[src/rtl/pwr_state_pkg.sv]
package pwr_state_pkg;
   typedef enum logic [1:0] {
      ST_NORMAL    = 2'd0,
      ST_HALT      = 2'd1,
      ST_STOPGRANT = 2'd2,
      ST_SLEEP     = 2'd3
   } pwr_state_t;
endpackage

[src/rtl/pwr_lp_timer.sv]
module pwr_lp_timer #(
   parameter int DELAY = 20
) (
   input  logic clk,
   input  logic rst,
   input  logic stpclk_i,
   input  logic ack_i,
   output logic done_o
);
   localparam int CW = (DELAY > 2) ? $clog2(DELAY) : 1;
   localparam logic [CW-1:0] LAST = CW'(DELAY - 1);

   logic          run_q;
   logic          granted_q;
   logic [CW-1:0] cnt_q;

   always_ff @(posedge clk) begin
      if (rst || !stpclk_i) begin
         run_q     <= 1'b0;
         granted_q <= 1'b0;
         cnt_q     <= '0;
      end else if (run_q) begin
         if (cnt_q == LAST) begin
            run_q     <= 1'b0;
            granted_q <= 1'b1;
         end else begin
            cnt_q <= cnt_q + 1'b1;
         end
      end else if (ack_i && !granted_q) begin
         run_q <= 1'b1;
         cnt_q <= '0;
      end
   end

   // granted now, or granted at the coming edge
   assign done_o = granted_q | (run_q && (cnt_q == LAST));

   // a grant appears only at the end of a running count
   a_r4_grant_from_run: assert property (@(posedge clk) disable iff (rst)
      $rose(granted_q) |-> $past(run_q));

   // a withdrawn request leaves no count and no grant
   a_r6_withdraw_clears: assert property (@(posedge clk) disable iff (rst)
      !stpclk_i |=> (!granted_q && !run_q));
endmodule

[src/rtl/pwr_fsm.sv]
module pwr_fsm
   import pwr_state_pkg::*;
(
   input  logic       clk,
   input  logic       rst,
   input  logic       stpclk_i,
   input  logic       sleep_i,
   input  logic       all_halt_i,
   input  logic       wake_i,
   input  logic       all_done_i,
   output pwr_state_t state_o,
   output logic       clk_en_o,
   output logic       viol_stpclk_o,
   output logic       viol_sleep_o
);
   pwr_state_t st_q, st_d;
   logic       stpclk_q;
   logic       early_rel;
   logic       bad_sleep;

   always_comb begin
      st_d = st_q;
      unique case (st_q)
         ST_NORMAL: begin
            if (stpclk_i && all_done_i)  st_d = ST_STOPGRANT;
            else if (all_halt_i)         st_d = ST_HALT;
         end
         ST_HALT: begin
            if (stpclk_i && all_done_i)  st_d = ST_STOPGRANT;
            else if (wake_i)             st_d = ST_NORMAL;
         end
         ST_STOPGRANT: begin
            if (!stpclk_i)               st_d = ST_NORMAL;
            else if (sleep_i)            st_d = ST_SLEEP;
         end
         ST_SLEEP: begin
            if (!sleep_i)                st_d = ST_STOPGRANT;
         end
         default:                        st_d = ST_NORMAL;
      endcase
   end

   assign early_rel = stpclk_q && !stpclk_i &&
                      (st_q == ST_NORMAL || st_q == ST_HALT);
   assign bad_sleep = sleep_i && (st_q == ST_NORMAL || st_q == ST_HALT);

   always_ff @(posedge clk) begin
      if (rst) begin
         st_q          <= ST_NORMAL;
         clk_en_o      <= 1'b1;
         stpclk_q      <= 1'b0;
         viol_stpclk_o <= 1'b0;
         viol_sleep_o  <= 1'b0;
      end else begin
         st_q          <= st_d;
         clk_en_o      <= (st_d != ST_SLEEP);
         stpclk_q      <= stpclk_i;
         viol_stpclk_o <= viol_stpclk_o | early_rel;
         viol_sleep_o  <= viol_sleep_o | bad_sleep;
      end
   end

   assign state_o = st_q;

   // Sleep is reachable only out of Stop-Grant or Sleep
   a_r8_sleep_entry: assert property (@(posedge clk) disable iff (rst)
      (st_q != ST_STOPGRANT && st_q != ST_SLEEP) |=> (st_q != ST_SLEEP));

   // HALT entered from Normal only with every lane halted
   a_r2_halt_all: assert property (@(posedge clk) disable iff (rst)
      (st_q == ST_HALT && $past(st_q) == ST_NORMAL) |-> $past(all_halt_i));

   // Stop-Grant is kept while the request is held
   a_r7_hold_sg: assert property (@(posedge clk) disable iff (rst)
      (st_q == ST_STOPGRANT && stpclk_i) |=> (st_q != ST_NORMAL));

   // violation flags never clear outside reset
   a_r11_sticky_stp: assert property (@(posedge clk) disable iff (rst)
      !$fell(viol_stpclk_o));
   a_r11_sticky_slp: assert property (@(posedge clk) disable iff (rst)
      !$fell(viol_sleep_o));
endmodule

[src/rtl/pwr_state_ctl.sv]
module pwr_state_ctl
   import pwr_state_pkg::*;
#(
   parameter int NLP   = 2,
   parameter int DELAY = 20
) (
   input  logic           clk,
   input  logic           rst,
   input  logic           stpclk_req,
   input  logic           sleep_req,
   input  logic [NLP-1:0] halted,
   input  logic [NLP-1:0] ack_resp,
   input  logic           wake,
   output logic [1:0]     state_o,
   output logic           clk_en,
   output logic           viol_stpclk,
   output logic           viol_sleep
);
   if (NLP < 1) begin : g_bad_nlp
      $error("NLP must be at least 1");
   end
   if (DELAY < 2) begin : g_bad_delay
      $error("DELAY must be at least 2");
   end

   logic [NLP-1:0] lane_done;
   pwr_state_t     st;

   for (genvar i = 0; i < NLP; i++) begin : g_lane
      pwr_lp_timer #(.DELAY(DELAY)) u_tmr (
         .clk      (clk),
         .rst      (rst),
         .stpclk_i (stpclk_req),
         .ack_i    (ack_resp[i]),
         .done_o   (lane_done[i])
      );
   end

   pwr_fsm u_fsm (
      .clk           (clk),
      .rst           (rst),
      .stpclk_i      (stpclk_req),
      .sleep_i       (sleep_req),
      .all_halt_i    (&halted),
      .wake_i        (wake),
      .all_done_i    (&lane_done),
      .state_o       (st),
      .clk_en_o      (clk_en),
      .viol_stpclk_o (viol_stpclk),
      .viol_sleep_o  (viol_sleep)
   );

   assign state_o = st;

   // Stop-Grant is entered only when every lane is done
   a_r5_all_lanes: assert property (@(posedge clk) disable iff (rst)
      (st == ST_STOPGRANT && $past(st) != ST_STOPGRANT && $past(st) != ST_SLEEP)
         |-> $past(&lane_done));
endmodule

[config.mk]
export PLATFORM = sky130hd
export DESIGN_NAME = pwr_state_ctl
export DESIGN_NICKNAME = d
export VERILOG_FILES = /design/src/rtl/pwr_state_pkg.sv /design/src/rtl/pwr_lp_timer.sv /design/src/rtl/pwr_fsm.sv /design/src/rtl/pwr_state_ctl.sv
export SDC_FILE = /design/constraint.sdc
export NUM_CORES = 1
export LEC_CHECK = 0
export CAP_MARGIN = 15
export CORE_ASPECT_RATIO = 0.6
export CORE_MARGIN = 8
export CORE_UTILIZATION = 30
export CTS_BUF_LIST = sky130_fd_sc_hd__clkbuf_16
export CTS_CLUSTER_DIAMETER = 100
export DETAILED_ROUTE_END_ITERATION = 10
export SLEW_MARGIN = 20
export SYNTH_ARGS = -nofsm -noshare
export SYNTH_HDL_FRONTEND = slang
export SYNTH_HIERARCHICAL = 1
export SYNTH_SLANG_ARGS = --single-unit
[constraint.sdc]
create_clock -name clk -period 2.35 [get_ports clk]
set_clock_uncertainty 0.15 [all_clocks]
set_input_delay 0.47 -clock clk [delete_from_list [all_inputs] [get_ports clk]]
set_output_delay 0.47 -clock clk [all_outputs]
set_load 0.02 [all_outputs]
Yosys cells after proc, flatten, opt, wreduce, memory -nomap -nowiden:

Index checks and enable logic that the tools add are counted.

* equality and inequality tests: 8
* muxes and demuxes: 20
* bitwise gates (word level): 4
* reduce and logical (&&, ||, !) cells: 22
* add/subtract/negate cells: 2

Operators by type and width (number)
* 5-bit 2-to-1 mux: 6
* 2-bit 2-to-1 mux: 7
* 2-bit AND reduction: 6
* 5-bit by 1-bit adder with 5-bit output (second input constant): 2
* 5-bit equality test (second input constant): 2
* 1-bit logical AND: 8
* 2-bit case mux with 4 select lines: 1
* 1-bit 2-to-1 mux: 6
* 2-bit != test (second input constant): 3
* 2-bit equality test (second input constant): 2
* 1-bit bitwise OR: 4
* 2-bit nonzero test: 2
* 1-bit zero test: 3
* 2-bit by 1-bit equality test with 1-bit output (second input constant): 1
* 2-bit zero test: 1
* 1-bit logical OR: 2

* bits in registers: 20
* output and inout port bits: 5
* word-level logic and storage cells: 67

Depth between registers and ports, before layout:

Gate-level depths: netlist of run 1.

* word-level depth: 8
* gate-level depth with buffers: 7
* depth with buffers taken out: 7

Cells and area by module:

The synthesis of run 1 kept the hierarchy.

By module, submodules not included
* pwr_lp_timer: area an instance 342.8 sq um, cells an instance 38, times used 2
* pwr_fsm: area an instance 225.2 sq um, cells an instance 22, times used 1
* pwr_state_ctl: area an instance 12.5 sq um, cells an instance 2, times used 1

Least setup slack after synthesis of run 1:

OpenSTA, ideal clock, no wires.

* path kind: reg2reg
* start: reg g_lane[0].u_tmr.cnt_q[0]
* end: reg u_fsm.st_q[0], in the netlist u_fsm/state_o[0]
* stages on the path, launching flop included: 8
* path buffers: 0
* data arrival time: 1591 ps
* setup slack: 520 ps
* cell sequence: dfxtp_1 ha_1 nand3b_1 nor2_1 or2_1 and2_1 a211o_1 o32ai_2

* word-level cells in the longest chain between the ends: 7
* elaborated cells between the ends (all ways): 8

Ends and longest elaborated chain
* start: declaration: RTL line pwr_lp_timer.sv:15 `logic [CW-1:0] cnt_q;`
* start signal: assignment: RTL line pwr_lp_timer.sv:27 `cnt_q <= cnt_q + 1'b1;`
* 5-bit equality test (*): RTL line pwr_lp_timer.sv:36 `assign done_o = granted_q | (run_q && (cnt_q == LAST));`
* 1-bit logical AND (*): RTL line pwr_lp_timer.sv:36
* 1-bit bitwise OR (*): RTL line pwr_lp_timer.sv:36
* via lane_done[0]: RTL line pwr_state_ctl.sv:26 `logic [NLP-1:0] lane_done;`
* 2-bit AND reduction (*): RTL line pwr_state_ctl.sv:46 `.all_done_i (&lane_done),`
* 1-bit logical AND (*): RTL line pwr_fsm.sv:25, pwr_fsm.sv:29
* 2-bit 2-to-1 mux, on equally long branches: RTL line pwr_fsm.sv:29, pwr_fsm.sv:25
* 2-bit case mux with 4 select lines (*): RTL line pwr_fsm.sv:23 `unique case (st_q)`
* end signal: assignment: RTL line pwr_fsm.sv:55 `st_q <= st_d;`
* end: declaration: RTL line pwr_fsm.sv:16 `pwr_state_t st_q, st_d;`

The timed path passes the listed nets; every way through them passes the cells marked *.
A chain may end at the register's enable or synchronous reset.

Worst setup path after layout of run 1:

Ends and elaborated chain as after synthesis.

==> impl.org, run 1 <==
** Yosys
- After synthesis, the netlist uses 26 different library cells.
- Synth Instances :: 100
- The share of the Yosys chip area taken by registers is 43.4%.
- Number of flops mapped to enable cells by yosys :: 0
- The cell area that synthesis handed to floorplanning was 923 sq um.
- For this run, asynchronously set or reset flops after synthesis account for 0%.
- Average size of a mapped cell :: 9.23 sq um
- Ys Warns :: 6
- Counting every net in the synthesized netlist gives 111.
- In the synthesized netlist the dominant register cell turns out to be sky130_fd_sc_hd__dfxtp_1.
- The synthesized design contains 20 register bits.

** Timing
- At the pin with the least slew margin, the transition time is 308 ps.
- For this run, the top clock speed supported by timing is 502 MHz.
- Final number of setup-violating endpoints :: 0
- Slew Viols, Final :: 0
- Worst rel slew slack :: 79.5%
- Period utilisation layout :: 84.7%
- Setup repair after global routing missed its margin :: false
- For the final routed database, the setup TNS stands at 0 ps.
- The worst path in the final design needs a cycle of 1990 ps, including I/O delays and setup.
- The hold violation total from the final report was 0.

** Clock network
- # Post-CTS Setup Buffers :: 0
- Hold-fix buffers, CTS :: 0
- CTS clock-pin slew for the worst setup and hold paths :: 50 ps
- Buffers inserted during clock tree synthesis total 3.
- # resized after CTS :: 0
- Clock tree from TritonCTS :: yes
- In this run the number of H-tree levels came out at 1.
- Counting every sink on the clock net gives 20.
- Deepest clock path buffer count :: 2
- The cell sitting at the root of the clock tree is a sky130_fd_sc_hd__clkbuf_16.
- Clock latency on the worst-skew pair, taken at its later pin, is 250 ps.

** Detailed routing
- Detailed-routed wire length on met2 :: 752 microns
- Overall routed net length :: 1.92 mm
- Met3 wirelength from detailed routing :: 105 microns
- Average wire per cell in the routed design :: 12.3 microns
- The detailed router put a total of 1.03 mm of wire on met1.
- In the routed design, unresolved DRC markers number 0.
- Via Count :: 763
- Drt pass-1 iters :: 4
- Number of vias per cell after detailed routing :: 4.89
- In this run, the number of DRC markers left after iteration 0 of detailed routing was 39.
- The detailed router used layers up to and including met4.
- Number of antenna-violating nets in the routed design :: 0

** Cells and area
- Post-layout nets :: 127
- Most common cell after layout, fill and taps aside :: sky130_fd_sc_hd__dfxtp_1
- Area growth syn-to-layout :: 26.3%
- Fin cells :: 156
- The top cell types in the final layout, fill and taps aside, are 20 x sky130_fd_sc_hd__dfxtp_1, 13 x sky130_fd_sc_hd__clkdlybuf4s50_1, 9 x sky130_fd_sc_hd__a21oi_1.
- Number of diodes added for antenna fixing :: 0
- After filler insertion, the fill cell instance count of the layout stands at 284.
- Of the cells placed in the final design, the portion with a size suffix greater than 1 is 7.89%.

** Job
- Max-cap viol count :: 0

** Critical path
- For the worst setup path, the data arrival time is 2000 ps.
- Launch point of the worst reg-to-reg path :: g_lane[0].u_tmr/cnt_q[0]
- Of all nets on the critical path, the largest fanout is 5.
- Register-to-register setup slack :: 360 ps
- For the worst flop-to-flop path, the logic depth is 7.
- STA puts the critical path data required time at 2360 ps.
- The worst register-to-register path ends at u_fsm/state_o[0].
- The worst setup path is launched from a flop.
- Element type at the critical path end :: flop
- Critical path type :: flop to flop

** Outcome
- Status :: finished clean

** Power
- Across the VDD grid, the largest voltage drop is 0.309 mV.
- Power density cells :: 635 nW/um^2
- For this design the static power due to leakage is 0.388 nW.
- Overall Power :: 0.000740 W

** Global routing
- The via count of the first global-routing pass came to 669.
- All-layer global routing usage :: 7.91%
- Entering global routing, the biggest net connects 11 pins.
- Summed over all layers, the global routing overflow is 0.
- The number of antenna violations at the first check in global routing came to 0.
- The first global-routing pass estimated 3.17 mm of wire.

** Floorplanning
- DIE AREA :: 5170 sq um
- Number of placed I/O pins :: 14
- The floorplan step set the die height to 59.0 microns.
- X dimension of the die :: 87.6 microns
- Placeable Area :: 2910 sq um
- The initial utilization of the core area, before any placement, comes to 31.7%.
- The initialized floorplan defines 15 standard-cell rows.

** Min path
- End point of the most critical hold path :: u_fsm/viol_stpclk_o
- Counting instances, the worst hold path has a depth of 2.
- Min-Delay Path Class :: flop to flop
- Startpoint of the lowest-slack hold path :: u_fsm/viol_stpclk_o

** Place
- Counting tap cells, the placed design contains a total of 153 instances.
- The congestion estimate from routability-driven global placement came to 0.756.
- Dpl hpwl :: 1.44 mm
- In this run the tool buffered the top-level ports with 13 buffer cells.
synthesized netlist by cell type, drive strengths merged (4+ instances only):
cell type	count	share of area (%)
a41oi	4	3.8
a21oi	9	4.9
or2	5	3.4
nor2	5	2.0
o21ai	7	3.8
dfxtp	20	43
nor2b	6	4.1
nand2b	6	6.0
nand3b	4	3.3
a311oi	4	3.8
nand2	5	2.0
nand3	6	3.3
how the worst max path moves through the flow:
stage	start	cells after the start	slack, ps	end
2_1_floorplan	g_lane[0].u_tmr/cnt_q[0]	7	520	u_fsm/state_o[0]
3_3_place_gp	g_lane[0].u_tmr/cnt_q[0]	7	410	u_fsm/state_o[0]
3_5_place_dp	g_lane[0].u_tmr/cnt_q[0]	7	370	u_fsm/state_o[0]
4_1_cts	g_lane[0].u_tmr/cnt_q[0]	7	360	u_fsm/state_o[0]
5_1_grt	g_lane[0].u_tmr/cnt_q[0]	7	230	u_fsm/state_o[0]
6_report	g_lane[0].u_tmr/cnt_q[0]	7	360	u_fsm/state_o[0]
state kept, by name (all words and copies together), names as in the netlist:
name,cells
g_lane.u_tmr/cnt_q,10
g_lane.u_tmr/granted_q,2
g_lane.u_tmr/run_q,2
u_fsm/state_o,2
u_fsm/clk_en_o,1
u_fsm/stpclk_q,1
u_fsm/viol_sleep_o,1
u_fsm/viol_stpclk_o,1
through the flow:
| step | hold slack (ps) | area, sq um | util, % | worst slack (ps) |
|---|---|---|---|---|
| floorplan | 334 | 923 | - | 520 |
| global placement | 282 | 1090 | 37.5 | 411 |
| detailed placement | 290 | 1090 | 37.5 | 374 |
| CTS | 298 | 1170 | 40.1 | 358 |
| global route | 321 | 1170 | 40.1 | 233 |
| finish | 295 | 1170 | 40.1 | 360 |
critical path, stage by stage, from the launching register on:
cell	delay, ps
sky130_fd_sc_hd__dfxtp_1	340
sky130_fd_sc_hd__ha_1	270
sky130_fd_sc_hd__nand3b_1	120
sky130_fd_sc_hd__nor2_1	80
sky130_fd_sc_hd__or2_1	220
sky130_fd_sc_hd__and2_1	180
sky130_fd_sc_hd__a211o_1	300
sky130_fd_sc_hd__o32ai_2	250
power breakdown:
group	switching [W]	total, W	leakage, nW	internal (W)
clock	0.000109	0.000333	0.0370	0.000224
sequential	0.00000720	0.000354	0.163	0.000346
combinational	0.0000244	0.0000539	0.188	0.0000294
total	0.000141	0.000740	0.388	0.000600
area by class of cell:
type	instances	area (sq um)	share of cell area (%)
flip-flops and latches	20	400	34.3
multi-input cells	76	500	42.9
clock buffers	3	75.1	6.44
repair buffers	13	130	11.2
well taps	42	52.6	4.51
inverters	2	7.51	0.644
metal layers:
layer  global-route usage [%]  vias up
met5                        0        -
li1                         -      392
met1                     10.7      348
met4                     4.37        0
met2                     10.5       21
met3                     2.63        2
cell families (layout without fill, tap and decap cells):
kind of cell    Yosys count  count (layout)  synth area share [%]
fa+ha+maj                 2               2                  2.71
flops                    20              20                  43.4
simple gates             48              48                  32.5
buf+inv                   4              18                  2.44
compound gates           26              26                  19.0
(Power assumes the default switching activity.)
==> run 2: changes to the inputs <==
- clock period: 2.35 -> 1.7 ns (I/O delays scaled with it)
==> impl.org, run 2 (synthesis results as in run 1) <==
** Detailed routing
- Overall routed net length :: 2.09 mm (was 1.92 mm)
- Drt pass-1 iters :: 4 (unchanged)
- Number of vias per cell after detailed routing :: 4.72 (was 4.89)
- Via Count :: 811 (was 763)
- The number of DRC markers in iteration 0 is 61 (was 39).
- The number of remaining DRC errors came to 0 (unchanged).
- The remaining antenna violation count is 0 (unchanged).
- The detailed-route wire length per cell came to 12.2 microns (was 12.3 microns).

** Global routing
- The pin count of the biggest net entering global routing came to 12 (was 11).
- The all-layer global routing usage came to 8.61% (was 7.91%).
- The global-route wire length before repair is 3.48 mm (was 3.17 mm).
- Number of antenna violations at the first check in global routing :: 0 (unchanged)
- Number of global-route vias before repair :: 752 (was 669)
- The total congestion overflow after global routing was 0 (unchanged).

** Timing
- The worst-margin pin slew came to 268 ps (was 308 ps).
- Setup repair after global routing missed its margin: true (was false).
- Period utilisation layout :: 101% (was 84.7%)
- The hold violation total from the final report came to 0 (unchanged).
- The worst setup slack after layout came to -18.1 ps (was 360 ps).
- Slew Viols, Final :: 0 (unchanged)
- Worst rel slew slack :: 82.2% (was 79.5%)
- The timing-limited maximum frequency was 582 MHz (was 502 MHz).
- Final period demand of the worst path :: 1720 ps (was 1990 ps)
- Final number of setup-violating endpoints :: 1 (was 0)

** Clock network
- The clock tree from TritonCTS was yes (unchanged).
- Hold-fix buffers, CTS :: 0 (unchanged)
- The maximum clock insertion buffer count was 2 (unchanged).
- Worst-Skew Late Latency :: 250 ps (about the same)
- The depth of the CTS H-tree came to 1 (unchanged).
- TritonCTS Buffers :: 3 (unchanged)
- CTS clock-pin slew for the worst setup and hold paths :: 50 ps (about the same)
- Clock root buffer :: sky130_fd_sc_hd__clkbuf_16 (unchanged)
- The number of clock sinks was 20 (unchanged).

** Critical path
- Register-to-register setup slack :: -20 ps (was 360 ps)
- The maximum fanout along the worst path is 2 (was 5).
- Cell type group with the largest total delay on the critical path :: simple AND/OR/NAND/NOR gates (unchanged)
- CP max stage cell :: sky130_fd_sc_hd__dfxtp_2 (was sky130_fd_sc_hd__dfxtp_1)
- Critical path type :: flop to flop (unchanged)
- Number of cells on the critical path :: 7 (unchanged)
- The critical path data required time came to 1710 ps (was 2360 ps).
- Worst r2r dst :: u_fsm/state_o[0] (unchanged)
- Cells along the critical path: ha_4 -> nand3b_1 -> nor2_2 -> or2_1 -> and2_4 -> a211o_1 -> o32ai_2 (was ha_1 -> nand3b_1 -> nor2_1 -> or2_1 -> and2_1 -> a211o_1 -> o32ai_2).
- CP peak stage delay :: 330 ps (was 340 ps)
- The startpoint type of the worst setup path is a flop (unchanged).
- The worst flop-to-flop path startpoint was g_lane[1].u_tmr/cnt_q[1] (was g_lane[0].u_tmr/cnt_q[0]).
- Arrival time reported for the critical path endpoint :: 1730 ps (was 2000 ps)
- The cell count of the worst reg-to-reg path is 7 (unchanged).
- The count of buffer and inverter cells on the critical path came to 0 (unchanged).
- Element type at the critical path end :: flop (unchanged)

** Cells and area
- The growth of design area from synthesis to finish is 43.2% (was 26.3%).
- Number of flip-flops under the largest register name :: 10 (unchanged)
- The register containing the most flip-flops in the final layout is g_lane.u_tmr/cnt_q (unchanged).
- The diode insertion count for antenna repair is 0 (unchanged).
- Most used cells in the layout excluding fill and tap cells :: 16 x sky130_fd_sc_hd__dfxtp_1, 15 x sky130_fd_sc_hd__buf_4, 9 x sky130_fd_sc_hd__a21oi_1, 9 x sky130_fd_sc_hd__clkdlybuf4s50_1 (was 20 x sky130_fd_sc_hd__dfxtp_1, 13 x sky130_fd_sc_hd__clkdlybuf4s50_1, 9 x sky130_fd_sc_hd__a21oi_1)
- The share of layout cells above drive strength 1 is 25.4% (was 7.89%).
- The most frequent standard cell in the layout excluding fill and tap cells is sky130_fd_sc_hd__dfxtp_1 (unchanged).
- Post-layout nets :: 142 (was 127)
- The share of the core filled with cells in the final layout is 45.5% (was 40.1%).

** Floorplanning
- Vert. Die Dim :: 59.0 microns (unchanged)
- Number of placed I/O pins :: 14 (unchanged)
- X dimension of the die :: 87.6 microns (unchanged)
- The standard-cell row count was 15 (unchanged).
- Placeable Area :: 2910 sq um (unchanged)
- The die area came to 5170 sq um (unchanged).
- Starting density of the core :: 31.7% (unchanged)

** Min path
- The worst hold path cell count came to 2 (unchanged).
- The launch instance of the worst min-delay path is u_fsm/viol_stpclk_o (unchanged).
- The sink of the worst hold path was u_fsm/viol_stpclk_o (unchanged).
- Min-Delay Path Class :: flop to flop (unchanged)

** Power
- Leakage component of the power :: 0.503 nW (was 0.388 nW)
- VDD IR-drop max :: 0.452 mV (was 0.309 mV)
- Power density cells :: 785 nW/um^2 (was 635 nW/um^2)
- Overall Power :: 0.00104 W (was 0.000740 W)

** Place
- The weighted congestion at the end of routability-driven global placement is 0.815 (was 0.756).
- Pre-CTS setup slack :: -13.9 ps (was 374 ps)
- The estimated wirelength of the detail-placed design came to 1.64 mm (was 1.44 mm).
- The count of input and output buffers was 13 (unchanged).

** Outcome
- Status :: complete, but fails checks (was finished clean)
- Violations in the final reports :: negative setup slack

** Job
- Max-cap viol count :: 0 (unchanged)
==> run 2: how the worst max path moves through the flow <==
stage	from	end	slack, ps
2_1_floorplan	g_lane[1].u_tmr/cnt_q[1]	u_fsm/state_o[0]	40
3_3_place_gp	g_lane[1].u_tmr/cnt_q[1]	u_fsm/state_o[0]	-0.4
3_5_place_dp	g_lane[1].u_tmr/cnt_q[1]	u_fsm/state_o[0]	-10
4_1_cts	g_lane[1].u_tmr/cnt_q[1]	u_fsm/state_o[0]	-20
5_1_grt	g_lane[1].u_tmr/cnt_q[1]	u_fsm/state_o[0]	-120
6_report	g_lane[1].u_tmr/cnt_q[1]	u_fsm/state_o[0]	-20
==> run 2: layout make-up <==
cell class              instances  area (sq um)
clock buffers                   3          75.1
clock inverters                 1          3.75
fillers                       266          1590
inverters                       2          7.51
multi-input cells              76           533
flip-flops and latches         20           405
well taps                      42          52.6
repair buffers                 28           245
==> run 2: what timing repair did <==
item / in CTS / in global routing
resized for setup: 3 / 2
setup endpoints to repair: 3 / 3
buffers inserted: 0 / 1
==> run 2: through the flow <==
step	cell area [sq um]	std cells	hold WS (ps)	setup TNS, ps
2_1_floorplan	958	100	259	0
3_3_place_gp	1230	167	288	-0.435
3_5_place_dp	1230	167	299	-22.3
4_1_cts	1310	171	308	-16.1
5_1_grt	1320	172	320	-116
6_report	1320	172	292	-18.1
==> run 2: worst register-to-register path, delay by kind of cell, from the launching register on <==
family | cells | cell delay [ps]
and+or+nand+nor | 4 | 550
AOI/OAI and AO/OA | 2 | 450
DFF | 1 | 330
adders and majority gates | 1 | 160
==> run 2: metal layers <==
metal	wire (microns)	vias to the layer above	GRT usage [%]
li1	-	422	-
met1	1070	356	10.9
met2	823	31	12.6
met3	174	2	3.46
met4	27	0	3.64
met5	0	-	0
==> run 2: report_power, final <==
part | switching (W) | total [W] | leakage [nW] | internal, W
sequential | 0.00000513 | 0.000484 | 0.165 | 0.000479
combinational | 0.0000400 | 0.0000833 | 0.300 | 0.0000434
clock | 0.000159 | 0.000472 | 0.0385 | 0.000313
total | 0.000204 | 0.00104 | 0.503 | 0.000835
==> run 3: changes to the inputs <==
- ABC_AREA: default -> 1
==> impl.org, run 3 <==
** Power
- The switching share of total power was 20.4% (was 19.6%).
- Internal Power :: 0.000833 W (was 0.000835 W)
- Clock Power Share :: 44.3% (was 45.4%)
- Part of the power in combinational logic :: 8.8% (was 8.0%)
- Leakage component of the power :: 0.570 nW (was 0.503 nW)
- The worst ir drop on vdd came to 0.615 mV (was 0.452 mV).
- The net switching component of the power is 0.000213 W (was 0.000204 W).
- Power density cells :: 812 nW/um^2 (was 785 nW/um^2)
- The share of total power in sequential cells is 46.9% (was 46.6%).

** Global routing
- First-pass GRT wire length :: 3.59 mm (was 3.48 mm)
- The number of antenna violations at the first check in global routing came to 0 (unchanged).
- The all-layer global routing usage was 8.06% (was 8.61%).
- The total congestion overflow after global routing was 0 (unchanged).
- The pin count of the biggest net entering global routing is 11 (was 12).
- Number of global-route vias before repair :: 827 (was 752)

** Timing
- Final hold violation count :: 0 (unchanged)
- Transition time of the tightest slew-check pin :: 263 ps (was 268 ps)
- Period utilisation layout :: 96.7% (was 101%)
- The final period demand of the worst path came to 1640 ps (was 1720 ps).
- The timing-limited maximum frequency came to 608 MHz (was 582 MHz).
- Worst rel slew slack :: 82.4% (was 82.2%)
- Setup repair after global routing missed its margin: false (was true).
- Hold WS :: 333 ps (was 292 ps)
- Final number of setup-violating endpoints :: 0 (was 1)
- Slew Viols, Final :: 0 (unchanged)
- The final setup TNS came to 0 ps (was -18.1 ps).

** Min path
- The worst hold path cell count was 2 (unchanged).
- End point of the most critical hold path :: u_fsm/viol_stpclk_o (unchanged)
- Min-Delay Path Class :: flop to flop (unchanged)
- Startpoint of the lowest-slack hold path :: u_fsm/viol_stpclk_o (unchanged)

** Yosys
- The share of synthesized flip-flops with an asynchronous set or reset is 0% (unchanged).
- The most instantiated flip-flop cell in the synthesis netlist is sky130_fd_sc_hd__dfxtp_1 (unchanged).
- The sequential cell area fraction in the yosys report was 40.2% (was 43.4%).
- Post-synthesis mux area share :: 0% (unchanged)
- The post-synthesis adder-cell area fraction is 2.51% (was 2.71%).
- The main combinational cell family by area after synthesis is simple AND/OR/NAND/NOR gates (unchanged).
- Commonest cells in the netlist :: 30 x sky130_fd_sc_hd__nand2_1, 25 x sky130_fd_sc_hd__inv_1, 20 x sky130_fd_sc_hd__dfxtp_1 (was 20 x sky130_fd_sc_hd__dfxtp_1, 9 x sky130_fd_sc_hd__a21oi_1, 6 x sky130_fd_sc_hd__nand3_1, 6 x sky130_fd_sc_hd__nor2b_1, 6 x sky130_fd_sc_hd__o21ai_0)
- Synth Area in XOR/XNOR :: 0% (unchanged)
- Post-synthesis cell type with the largest combined area :: sky130_fd_sc_hd__dfxtp_1 (unchanged)
- The synthesized area per cell was 7.17 sq um (was 9.23 sq um).
- Post-synthesis instance area :: 996 sq um (was 923 sq um)
- Leading cell type by number of instances after synthesis :: sky130_fd_sc_hd__nand2_1 (was sky130_fd_sc_hd__dfxtp_1)
- Area fraction in and, or, nand and nor cells after synthesis :: 38.3% (was 32.5%)
- The synthesized instance count is 139 (was 100).
- FF+latch count, synth :: 20 (unchanged)
- The number of enable-type register cells in the synthesized netlist was 0 (unchanged).
- The synthesized net count was 150 (was 111).
- Compound-cell area share of the yosys netlist :: 8.17% (was 19.0%)
- Leading post-synthesis cells by cell area: sky130_fd_sc_hd__dfxtp_1 40%, sky130_fd_sc_hd__nand2_1 11%, sky130_fd_sc_hd__inv_1 9.4% (was sky130_fd_sc_hd__dfxtp_1 43%, sky130_fd_sc_hd__a21oi_1 4.9%, sky130_fd_sc_hd__nor2b_1 4.1%).
- The count of distinct cell types in the synthesized netlist was 20 (was 26).
- Area share of the largest cell type after synthesis :: 40.2% (was 43.4%)
- Ys Warns :: 6 (unchanged)

** Place
- The estimated wirelength of the detail-placed design came to 1.68 mm (was 1.64 mm).
- Final weighted congestion in routability-driven placement :: 0.764 (was 0.815)
- The count of input and output buffers is 13 (unchanged).

** Cells and area
- Fraction of final layout cells sized beyond drive strength 1 :: 14.6% (was 25.4%)
- The final-layout fill cell count was 343 (was 266).
- The flip-flop count of the largest register after layout was 10 (unchanged).
- The number of nets at the end of the flow is 171 (was 142).
- Combined area of the multi-input logic cells :: 493 sq um (was 533 sq um)
- Reg area :: 400 sq um (was 405 sq um)
- Number of diodes added for antenna fixing :: 0 (unchanged)
- Area growth syn-to-layout :: 29.3% (was 43.2%)
- The register containing the most flip-flops in the final layout was g_lane.u_tmr/cnt_q (unchanged).
- Most used cells in the layout excluding fill and tap cells :: 30 x sky130_fd_sc_hd__nand2_1, 25 x sky130_fd_sc_hd__inv_1, 20 x sky130_fd_sc_hd__dfxtp_1 (was 16 x sky130_fd_sc_hd__dfxtp_1, 15 x sky130_fd_sc_hd__buf_4, 9 x sky130_fd_sc_hd__a21oi_1, 9 x sky130_fd_sc_hd__clkdlybuf4s50_1)
- The most frequent standard cell in the layout excluding fill and tap cells is sky130_fd_sc_hd__nand2_1 (was sky130_fd_sc_hd__dfxtp_1).

** Clock network
- The clock-pin slew on the worst setup and hold paths came to 50 ps (about the same).
- The depth of the CTS H-tree came to 1 (unchanged).
- The number of buffers inserted by post-CTS setup repair is 0 (unchanged).
- The root buffer selected by CTS is sky130_fd_sc_hd__clkbuf_16 (unchanged).
- The number of buffers created by CTS was 3 (unchanged).
- The clock insertion delay at the later pin of the skew report came to 250 ps (about the same).
- The number of clock sinks is 20 (unchanged).
- The clock tree from TritonCTS was yes (unchanged).
- The maximum clock insertion buffer count is 2 (unchanged).

** Critical path
- Cell type group with the largest total delay on the critical path :: buffers and inverters (was simple AND/OR/NAND/NOR gates)
- The critical path data required time is 1210 ps (was 1710 ps).
- Worst r2r dst :: u_fsm/state_o[0] (unchanged)
- Cells along the critical path: clkdlybuf4s50_1 (was ha_4 -> nand3b_1 -> nor2_2 -> or2_1 -> and2_4 -> a211o_1 -> o32ai_2).
- The arrival time at the worst endpoint came to 1150 ps (was 1730 ps).
- Logic depth of the worst register-to-register path :: 10 (was 7)
- Element type at the critical path end :: output pin (was flop)
- CP max stage cell :: sky130_fd_sc_hd__clkdlybuf4s50_1 (was sky130_fd_sc_hd__dfxtp_2)
- Crit start category :: flop (unchanged)
- CP peak stage delay :: 600 ps (was 330 ps)
- The worst flop-to-flop path startpoint was g_lane[0].u_tmr/cnt_q[0] (was g_lane[1].u_tmr/cnt_q[1]).
- Highest net fanout along the worst path :: 1 (was 2)
- Register-to-register setup slack :: 160 ps (was -20 ps)
- The category of the most critical setup path is flop to output pin (was flop to flop).
- The count of buffer and inverter cells on the critical path was 1 (was 0).

** Detailed routing
- Drt pass-1 iters :: 4 (unchanged)
- Overall routed net length :: 2.18 mm (was 2.09 mm)
- The overall via count from detail_route came to 903 (was 811).
- The detailed-route wire length per cell is 10.8 microns (was 12.2 microns).
- The remaining antenna violation count came to 0 (unchanged).
- DRC viols :: 0 (unchanged)
- The number of DRC markers in iteration 0 came to 19 (was 61).
- The via density per instance came to 4.45 (was 4.72).

** Floorplanning
- The die area is 5480 sq um (was 5170 sq um).
- Vert. Die Dim :: 60.6 microns (was 59.0 microns)
- Std-Cell Rows :: 16 (was 15)
- The placeable core region was 3220 sq um (was 2910 sq um).
- X dimension of the die :: 90.4 microns (was 87.6 microns)
- The top-level I/O count is 14 (unchanged).
- The effective utilization at floorplan is 30.9% (was 31.7%).

** Job
- The reported max-cap violation count is 0 (unchanged).

** Outcome
- Status :: finished clean (was complete, but fails checks)
## run 3: changes by cell type after synthesis, sizes merged, moves of 6 or more
cell	change
nand3	+9
nor2b	-6
nand2	+32
nand2b	-6
inv	+24
nor2	+10
## run 3: logic make-up after synthesis
logic type	count (synthesis)
AOI/OAI and AO/OA	16
and+or+nand+nor	73
adders and majority gates	2
buffers and inverters	28
DFF	20
## run 3: worst max path at each step
stage | startpoint | cells past startpoint | end | slack (ps)
floorplan | g_lane[0].u_tmr/cnt_q[0] | 10 | u_fsm/state_o[0] | 240
global placement | stpclk_req | 5 | g_lane[1].u_tmr/cnt_q[4] | 100
detailed placement | stpclk_req | 5 | g_lane[1].u_tmr/cnt_q[1] | 70
CTS | u_fsm/viol_stpclk_o | 1 | viol_stpclk | 6
global route | u_fsm/clk_en_o | 1 | clk_en | 0.8
finish | u_fsm/clk_en_o | 1 | clk_en | 60
## run 3: layout make-up
cell class / count / share of cell area [%]
sequential: 20 / 31.1
clock buffer: 3 / 5.83
tap: 45 / 4.37
timing repair buffer: 16 / 12.1
multi-input combinational: 91 / 38.3
inverter: 28 / 8.36
## run 3: through the flow
step | util (%) | std cells | cell area [sq um] | total power, W | setup WS (ps)
floorplan | - | 139 | 996 | 0.000550 | 245
detailed placement | 37.4 | 200 | 1200 | 0.000593 | 69.5
finish | 39.9 | 203 | 1290 | 0.00105 | 56.1
global route | 39.9 | 203 | 1290 | 0.00109 | 0.752
global placement | 37.4 | 200 | 1200 | 0.000592 | 101
CTS | 39.6 | 203 | 1280 | 0.00106 | 5.68
## run 3: power by group through the flow
stage / sequential, W / combinational [W] / clock, W
after floorplan: 0.000503 / 0.0000471 / 0
after detailed placement: 0.000500 / 0.0000926 / 0
final: 0.000491 / 0.0000917 / 0.000464
after global routing: 0.000492 / 0.000103 / 0.000494
after CTS: 0.000490 / 0.0000921 / 0.000477
after global placement: 0.000500 / 0.0000918 / 0
## run 3: layer usage
| layer | up-vias | wire [microns] | global-route usage (%) |
|---|---|---|---|
| met5 | - | 0 | 0 |
| met1 | 397 | 1060 | 9.97 |
| met2 | 25 | 891 | 11.9 |
| met3 | 4 | 205 | 3.70 |
| li1 | 477 | - | - |
| met4 | 0 | 25 | 3.52 |
## run 3: timing repair
action / in CTS / in global routing
hold buffers: 0 / 0
setup endpoints to repair: 2 / 3
resized for setup: 2 / 4
cloned: 0 / 0
endpoints found under the hold margin: 0 / 0
